[config.mk]
export PLATFORM = sky130hd
export DESIGN_NAME = pulse_oneshot
export DESIGN_NICKNAME = d
export VERILOG_FILES = /design/src/rtl/osh_pkg.sv /design/src/rtl/osh_sync.sv /design/src/rtl/osh_qual.sv /design/src/rtl/osh_timer.sv /design/src/rtl/pulse_oneshot.sv
export SDC_FILE = /design/constraint.sdc
export NUM_CORES = 1
export LEC_CHECK = 0
export CAP_MARGIN = 20
export CORE_MARGIN = 10
export CORE_UTILIZATION = 40
export DETAILED_ROUTE_END_ITERATION = 7
export HOLD_SLACK_MARGIN = 0.12
export PLACE_DENSITY = 0.58
export SYNTH_ARGS = -nofsm -noshare
export SYNTH_HDL_FRONTEND = slang
export SYNTH_SLANG_ARGS = --single-unit
[constraint.sdc]
create_clock -name clk -period 2.85 [get_ports clk]
set_input_delay 0.57 -clock clk [delete_from_list [all_inputs] [get_ports clk]]
set_output_delay 0.57 -clock clk [all_outputs]
set_load 0.02 [all_outputs]
[src/rtl/osh_pkg.sv]
package osh_pkg;

    typedef enum logic [1:0] {
        ST_IDLE    = 2'd0,
        ST_PULSE   = 2'd1,
        ST_RECOVER = 2'd2
    } osh_state_e;

    // input lane indices inside the synchronizer vector
    localparam int LANE_A   = 0;
    localparam int LANE_B   = 1;
    localparam int LANE_CLR = 2;
    localparam int LANES    = 3;

endpackage

[src/rtl/osh_sync.sv]
module osh_sync #(
    parameter int          N       = 3,
    parameter int          STAGES  = 2,
    parameter logic [N-1:0] RST_VAL = '0
) (
    input  logic         clk,
    input  logic         rst_n,
    input  logic [N-1:0] din,
    output logic [N-1:0] lvl,
    output logic [N-1:0] prev
);

    genvar gi;
    generate
        for (gi = 0; gi < N; gi++) begin : g_lane
            logic [STAGES-1:0] shreg;
            logic              last;

            always_ff @(posedge clk or negedge rst_n) begin
                if (!rst_n) begin
                    shreg <= {STAGES{RST_VAL[gi]}};
                    last  <= RST_VAL[gi];
                end else begin
                    shreg <= {shreg[STAGES-2:0], din[gi]};
                    last  <= shreg[STAGES-1];
                end
            end

            assign lvl[gi]  = shreg[STAGES-1];
            assign prev[gi] = last;
        end
    endgenerate

endmodule

[src/rtl/osh_qual.sv]
module osh_qual (
    input  logic a_lvl,
    input  logic a_prev,
    input  logic b_lvl,
    input  logic b_prev,
    input  logic c_lvl,
    input  logic c_prev,
    output logic fire
);

    logic a_fall, b_rise, c_rise;
    logic hit_a, hit_b, hit_c;

    always_comb begin
        a_fall = a_prev & ~a_lvl;
        b_rise = b_lvl & ~b_prev;
        c_rise = c_lvl & ~c_prev;
        // each edge is gated by the enabling levels of the other two inputs
        hit_a  = a_fall & b_lvl  & c_lvl;
        hit_b  = b_rise & ~a_lvl & c_lvl;
        hit_c  = c_rise & ~a_lvl & b_lvl;
        fire   = hit_a | hit_b | hit_c;
    end

endmodule

[src/rtl/osh_timer.sv]
module osh_timer #(
    parameter int CW = 16
) (
    input  logic          clk,
    input  logic          rst_n,
    input  logic          load,
    input  logic [CW-1:0] load_val,
    output logic          zero
);

    logic [CW-1:0] cnt;

    always_ff @(posedge clk or negedge rst_n) begin
        if (!rst_n) begin
            cnt <= '0;
        end else if (load) begin
            cnt <= load_val;
        end else if (cnt != '0) begin
            cnt <= cnt - 1'b1;
        end
    end

    assign zero = (cnt == '0);

endmodule

[src/rtl/pulse_oneshot.sv]
module pulse_oneshot
    import osh_pkg::*;
#(
    parameter int WIDTH_W     = 16,
    parameter int SYNC_STAGES = 2,
    parameter int RECOVER_CYC = 8
) (
    input  logic               clk,
    input  logic               rst_n,
    input  logic               trig_fall_n,
    input  logic               trig_rise,
    input  logic               clr_n,
    input  logic [WIDTH_W-1:0] pulse_len,
    output logic               q,
    output logic               q_n
);

    localparam int REC_W = $clog2(RECOVER_CYC + 1);
    localparam int CNT_W = (WIDTH_W > REC_W) ? WIDTH_W : REC_W;
    localparam logic [LANES-1:0] SYNC_RST = 3'b101; // clr high, B low, A high
    localparam logic [CNT_W-1:0] REC_LOAD = CNT_W'(RECOVER_CYC - 1);

    osh_state_e state, nxt;

    logic [LANES-1:0] s_lvl, s_prev;
    logic             fire;
    logic             clr_lvl, clr_fall;
    logic             cnt_zero, cnt_load;
    logic [CNT_W-1:0] cnt_val, width_m1;

    osh_sync #(
        .N      (LANES),
        .STAGES (SYNC_STAGES),
        .RST_VAL(SYNC_RST)
    ) u_sync (
        .clk  (clk),
        .rst_n(rst_n),
        .din  ({clr_n, trig_rise, trig_fall_n}),
        .lvl  (s_lvl),
        .prev (s_prev)
    );

    osh_qual u_qual (
        .a_lvl (s_lvl[LANE_A]),
        .a_prev(s_prev[LANE_A]),
        .b_lvl (s_lvl[LANE_B]),
        .b_prev(s_prev[LANE_B]),
        .c_lvl (s_lvl[LANE_CLR]),
        .c_prev(s_prev[LANE_CLR]),
        .fire  (fire)
    );

    assign clr_lvl  = s_lvl[LANE_CLR];
    assign clr_fall = s_prev[LANE_CLR] & ~s_lvl[LANE_CLR];
    assign width_m1 = (pulse_len == '0) ? '0 : CNT_W'(pulse_len - 1'b1);

    // next-state decision
    always_comb begin
        nxt = state;
        unique case (state)
            ST_IDLE: begin
                if (clr_fall)  nxt = ST_RECOVER;
                else if (fire) nxt = ST_PULSE;
            end
            ST_PULSE: begin
                if (clr_fall)      nxt = ST_RECOVER;
                else if (cnt_zero) nxt = ST_IDLE;
            end
            ST_RECOVER: begin
                if (clr_fall)      nxt = ST_RECOVER;
                else if (cnt_zero) nxt = ST_IDLE;
            end
            default: nxt = ST_IDLE;
        endcase
    end

    assign cnt_load = clr_fall | ((state == ST_IDLE) & fire);
    assign cnt_val  = clr_fall ? REC_LOAD : width_m1;

    osh_timer #(
        .CW(CNT_W)
    ) u_timer (
        .clk     (clk),
        .rst_n   (rst_n),
        .load    (cnt_load),
        .load_val(cnt_val),
        .zero    (cnt_zero)
    );

    // state register
    always_ff @(posedge clk or negedge rst_n) begin
        if (!rst_n) state <= ST_IDLE;
        else        state <= nxt;
    end

    // outputs
    always_comb begin
        q   = (state == ST_PULSE);
        q_n = ~q;
    end

endmodule

==> impl_metrics.csv <==
group,metric,value,unit
timing,worst_slew_pin_slew,0.620,ns
die,die_y,85.4,um
clock_network,cts_buffer_depth,2,
timing,relSlewSlack,0.585,
power_and_ir_drop,p_per_area,734,nW/um^2
place,dpl.hpwl,3.12,mm
run_status,status,"complete, no violations",
job,maxCapViolCount,0,
synth,synthSimpleGateAreaFrac,0.256,
worst_setup_path,setup.worst_path.end_class,"flip-flop",
timing,finalCriticalPeriod,2.33,ns
synth,ys_seq_area_frac,0.400,
worst_setup_path,start_kind,"input port",
clock_network,post-cts-setup-buffers,0,
drt,route.detailed.wl_per_inst,15.9,um
grt,grt_pass1_wl,7.06,mm
worst_setup_path,path_depth,9,
drt,drt_iter0_drc,102,
clock_network,cts.clk_slew.worst_paths,0.10,ns
timing,min_period_over_period,0.816,
drt,remaining_drc_errors,0,
grt,grt_start_max_net_pins,28,
die,die_w,85.4,um
timing,rsz0062_at_grt,"no",
synth,synth-async-reset-ratio,1.00,
grt,grt_pass1_vias,1455,
die,ios,23,
clock_network,clock-sinks,27,
synth,syn_nets,200,
clock_network,cts_resized,0,
synth,synthDistinctLibCells,46,
power_and_ir_drop,power.total,1.53,mW
synth,synth_xor_area_frac,0.128,
power_and_ir_drop,ir_worst_vdd,0.000246,V
synth,synth-compound-area-share,0.149,
synth,synth-edff-count,0,
clock_network,worstSkewPairLatency,0.28,ns
timing,whs,0.362,ns
worst_setup_path,reg2reg_depth,7,
synth,syn_area,1710,um^2
die,die-area,7290,um^2
worst_setup_path,crit_type,"in2reg",
drt,vias_per_cell,5.48,
synth,synth.avg_cell_area,9.88,um^2
synth,synthMuxAreaShare,0,
place,place_congestion,0.900,
drt,ant_nets,0,
worst_setup_path,crit_chain,"clkdlybuf4s50_1 -> inv_1 -> ha_1 -> nor3b_2 -> and2_1 -> a41o_1 -> buf_12 -> a21oi_1 -> o22a_1",
synth,yosysWarnings,0,
timing,skew,0.00396,ns
worst_setup_path,r2r_end,"u_timer.cnt[3]$_DFFE_PN0P_",
worst_setup_path,critPathMaxFanout,15,
final_layout,fillers,366,
synth,synthFlopType,"dfrtp_1",
die,rows,23,
worst_setup_path,reg2reg_setup_slack,0.68,ns
place,place_ws,0.256,ns
synth,syn_inst,173,
worst_setup_path,crit_path_max_incr_delay,0.54,ns
clock_network,cts-root-buf,"clkbuf_8",
die,initial_core_util,0.421,
worst_setup_path,critical_path.top_delay_family,"buffers and inverters",
timing,fin_ws,0.525,ns
worst_setup_path,startpoint,"pulse_len[0]",
worst_setup_path,required,3.07,ns
timing,fin_tns_setup,0,ns
timing,finalMaxSlewViolations,0,
worst_setup_path,critPathCapture,"u_timer.cnt[15]$_DFFE_PN0P_",
place,io_buffers,22,
grt,antenna_found_initial,0,
worst_setup_path,cp_slowest_cell,"clkdlybuf4s50_1",
grt,overflow,0,
synth,ys_ff_latch,27,
grt,grt_use_total,0.115,
timing,clock.fmax,430,MHz
timing,setup-violations-final,0,
clock_network,cts_buffers,3,
worst_setup_path,r2r_start,"u_timer.cnt[0]$_DFFE_PN0P_",
timing,hold_viol,0,
worst_setup_path,arrival,2.55,ns
final_layout,fin_nets,230,
drt,dr.pass1.iters,4,
final_layout,areaGrowthSynthToFinish,21.8,%
synth,synthAdderAreaFrac,0.0439,
final_layout,drive_gt1_frac,0.134,
worst_setup_path,path_buf_inv,3,
clock_network,cts_tree,"built",
final_layout,final_cell_mix,"clkdlybuf4s50_1, dfrtp_1, nor2_1",
clock_network,htreeDepth,1,
power_and_ir_drop,p_leak,0.807,nW
final_layout,n_antenna_cell,0,
clock_network,cts_hold_buf,0,
die,core,4060,um^2
drt,wirelength,4.01,mm
synth,synth_top_family_by_area,"simple AND/OR/NAND/NOR gates",
hold_path,min_path_type,"reg2reg",
final_layout,layout.cells.most_common,"clkdlybuf4s50_1",
drt,dr_total_vias,1381,
-- flip-flops by register name (all words and copies together) (netlist names) --
name / cells
state: 2
u_sync.g_lane.last: 3
u_sync.g_lane.shreg: 6
u_timer.cnt: 16
-- worst min-delay path by stage --
stage,from,depth (start not counted),endpoint
floorplan,rst_n,0,state[0]$_DFFE_PN0P_
global placement,u_sync.g_lane[1].shreg[0]$_DFF_PN0_,0,u_sync.g_lane[1].shreg[1]$_DFF_PN0_
detailed placement,u_sync.g_lane[2].shreg[0]$_DFF_PN1_,0,u_sync.g_lane[2].shreg[1]$_DFF_PN1_
CTS,u_sync.g_lane[2].shreg[0]$_DFF_PN1_,0,u_sync.g_lane[2].shreg[1]$_DFF_PN1_
global route,u_sync.g_lane[0].shreg[0]$_DFF_PN1_,0,u_sync.g_lane[0].shreg[1]$_DFF_PN1_
finish,u_sync.g_lane[2].shreg[0]$_DFF_PN1_,0,u_sync.g_lane[2].shreg[1]$_DFF_PN1_
-- cell usage after synthesis, drive strengths merged, types with 2 or more instances --
master / instances / area share
dfrtp: 21 / 0.31
nor2: 15 / 0.037
xnor2: 13 / 0.067
xor2: 12 / 0.061
nand2: 10 / 0.028
nor3: 10 / 0.035
inv: 8 / 0.018
o22a: 8 / 0.041
a21oi: 7 / 0.020
nor4: 7 / 0.033
dfstp: 6 / 0.092
ha: 6 / 0.044
nand4: 5 / 0.018
nor3b: 4 / 0.027
o22ai: 4 / 0.015
nand3: 3 / 0.0088
nor2b: 3 / 0.011
o21ai: 3 / 0.0088
or3: 3 / 0.011
a21o: 2 / 0.0088
and2: 2 / 0.0073
nand3b: 2 / 0.0088
o31a: 2 / 0.010
o31ai: 2 / 0.0088
-- where the power goes --
group | switching, mW | internal, mW | total (mW)
combinational | 0.355 | 0.336 | 0.692
sequential | 0.115 | 0.497 | 0.612
clock | 0.126 | 0.0994 | 0.225
total | 0.596 | 0.933 | 1.53
-- area by class of cell --
type	count	area (um^2)	area share
clock buffer	3	41.3	0.0198
clock inverter	1	7.51	0.00361
inverter	8	30.0	0.0144
multi-input combinational	136	987	0.474
sequential	27	683	0.328
tap	50	62.6	0.0300
timing repair buffer	27	270	0.130
-- routing by layer --
metal	GRT usage	routed length (um)	up-vias
met5	0	0	-
met4	0.0419	45	0
met3	0.0249	210	4
met2	0.168	1790	36
met1	0.161	1970	649
li1	-	-	692
-- cells by family (layout without fill, tap and decap cells) --
kind of cell	count (synthesis)	after routing
buf+inv	10	39
fa+ha+maj	6	6
flops	27	27
xor+xnor	25	25
simple gates	70	70
compound gates	35	35
-- metrics by stage --
| step | instance area [um^2] | utilization | cells |
|---|---|---|---|
| after CTS | 2080 | 0.513 | 252 |
| after detailed placement | 2030 | 0.501 | 248 |
| after global placement | 2030 | 0.501 | 248 |
| final | 2080 | 0.513 | 252 |
| after global routing | 2080 | 0.513 | 252 |
| after floorplan | 1710 | - | 173 |
Power figures use the tool's default switching activity.
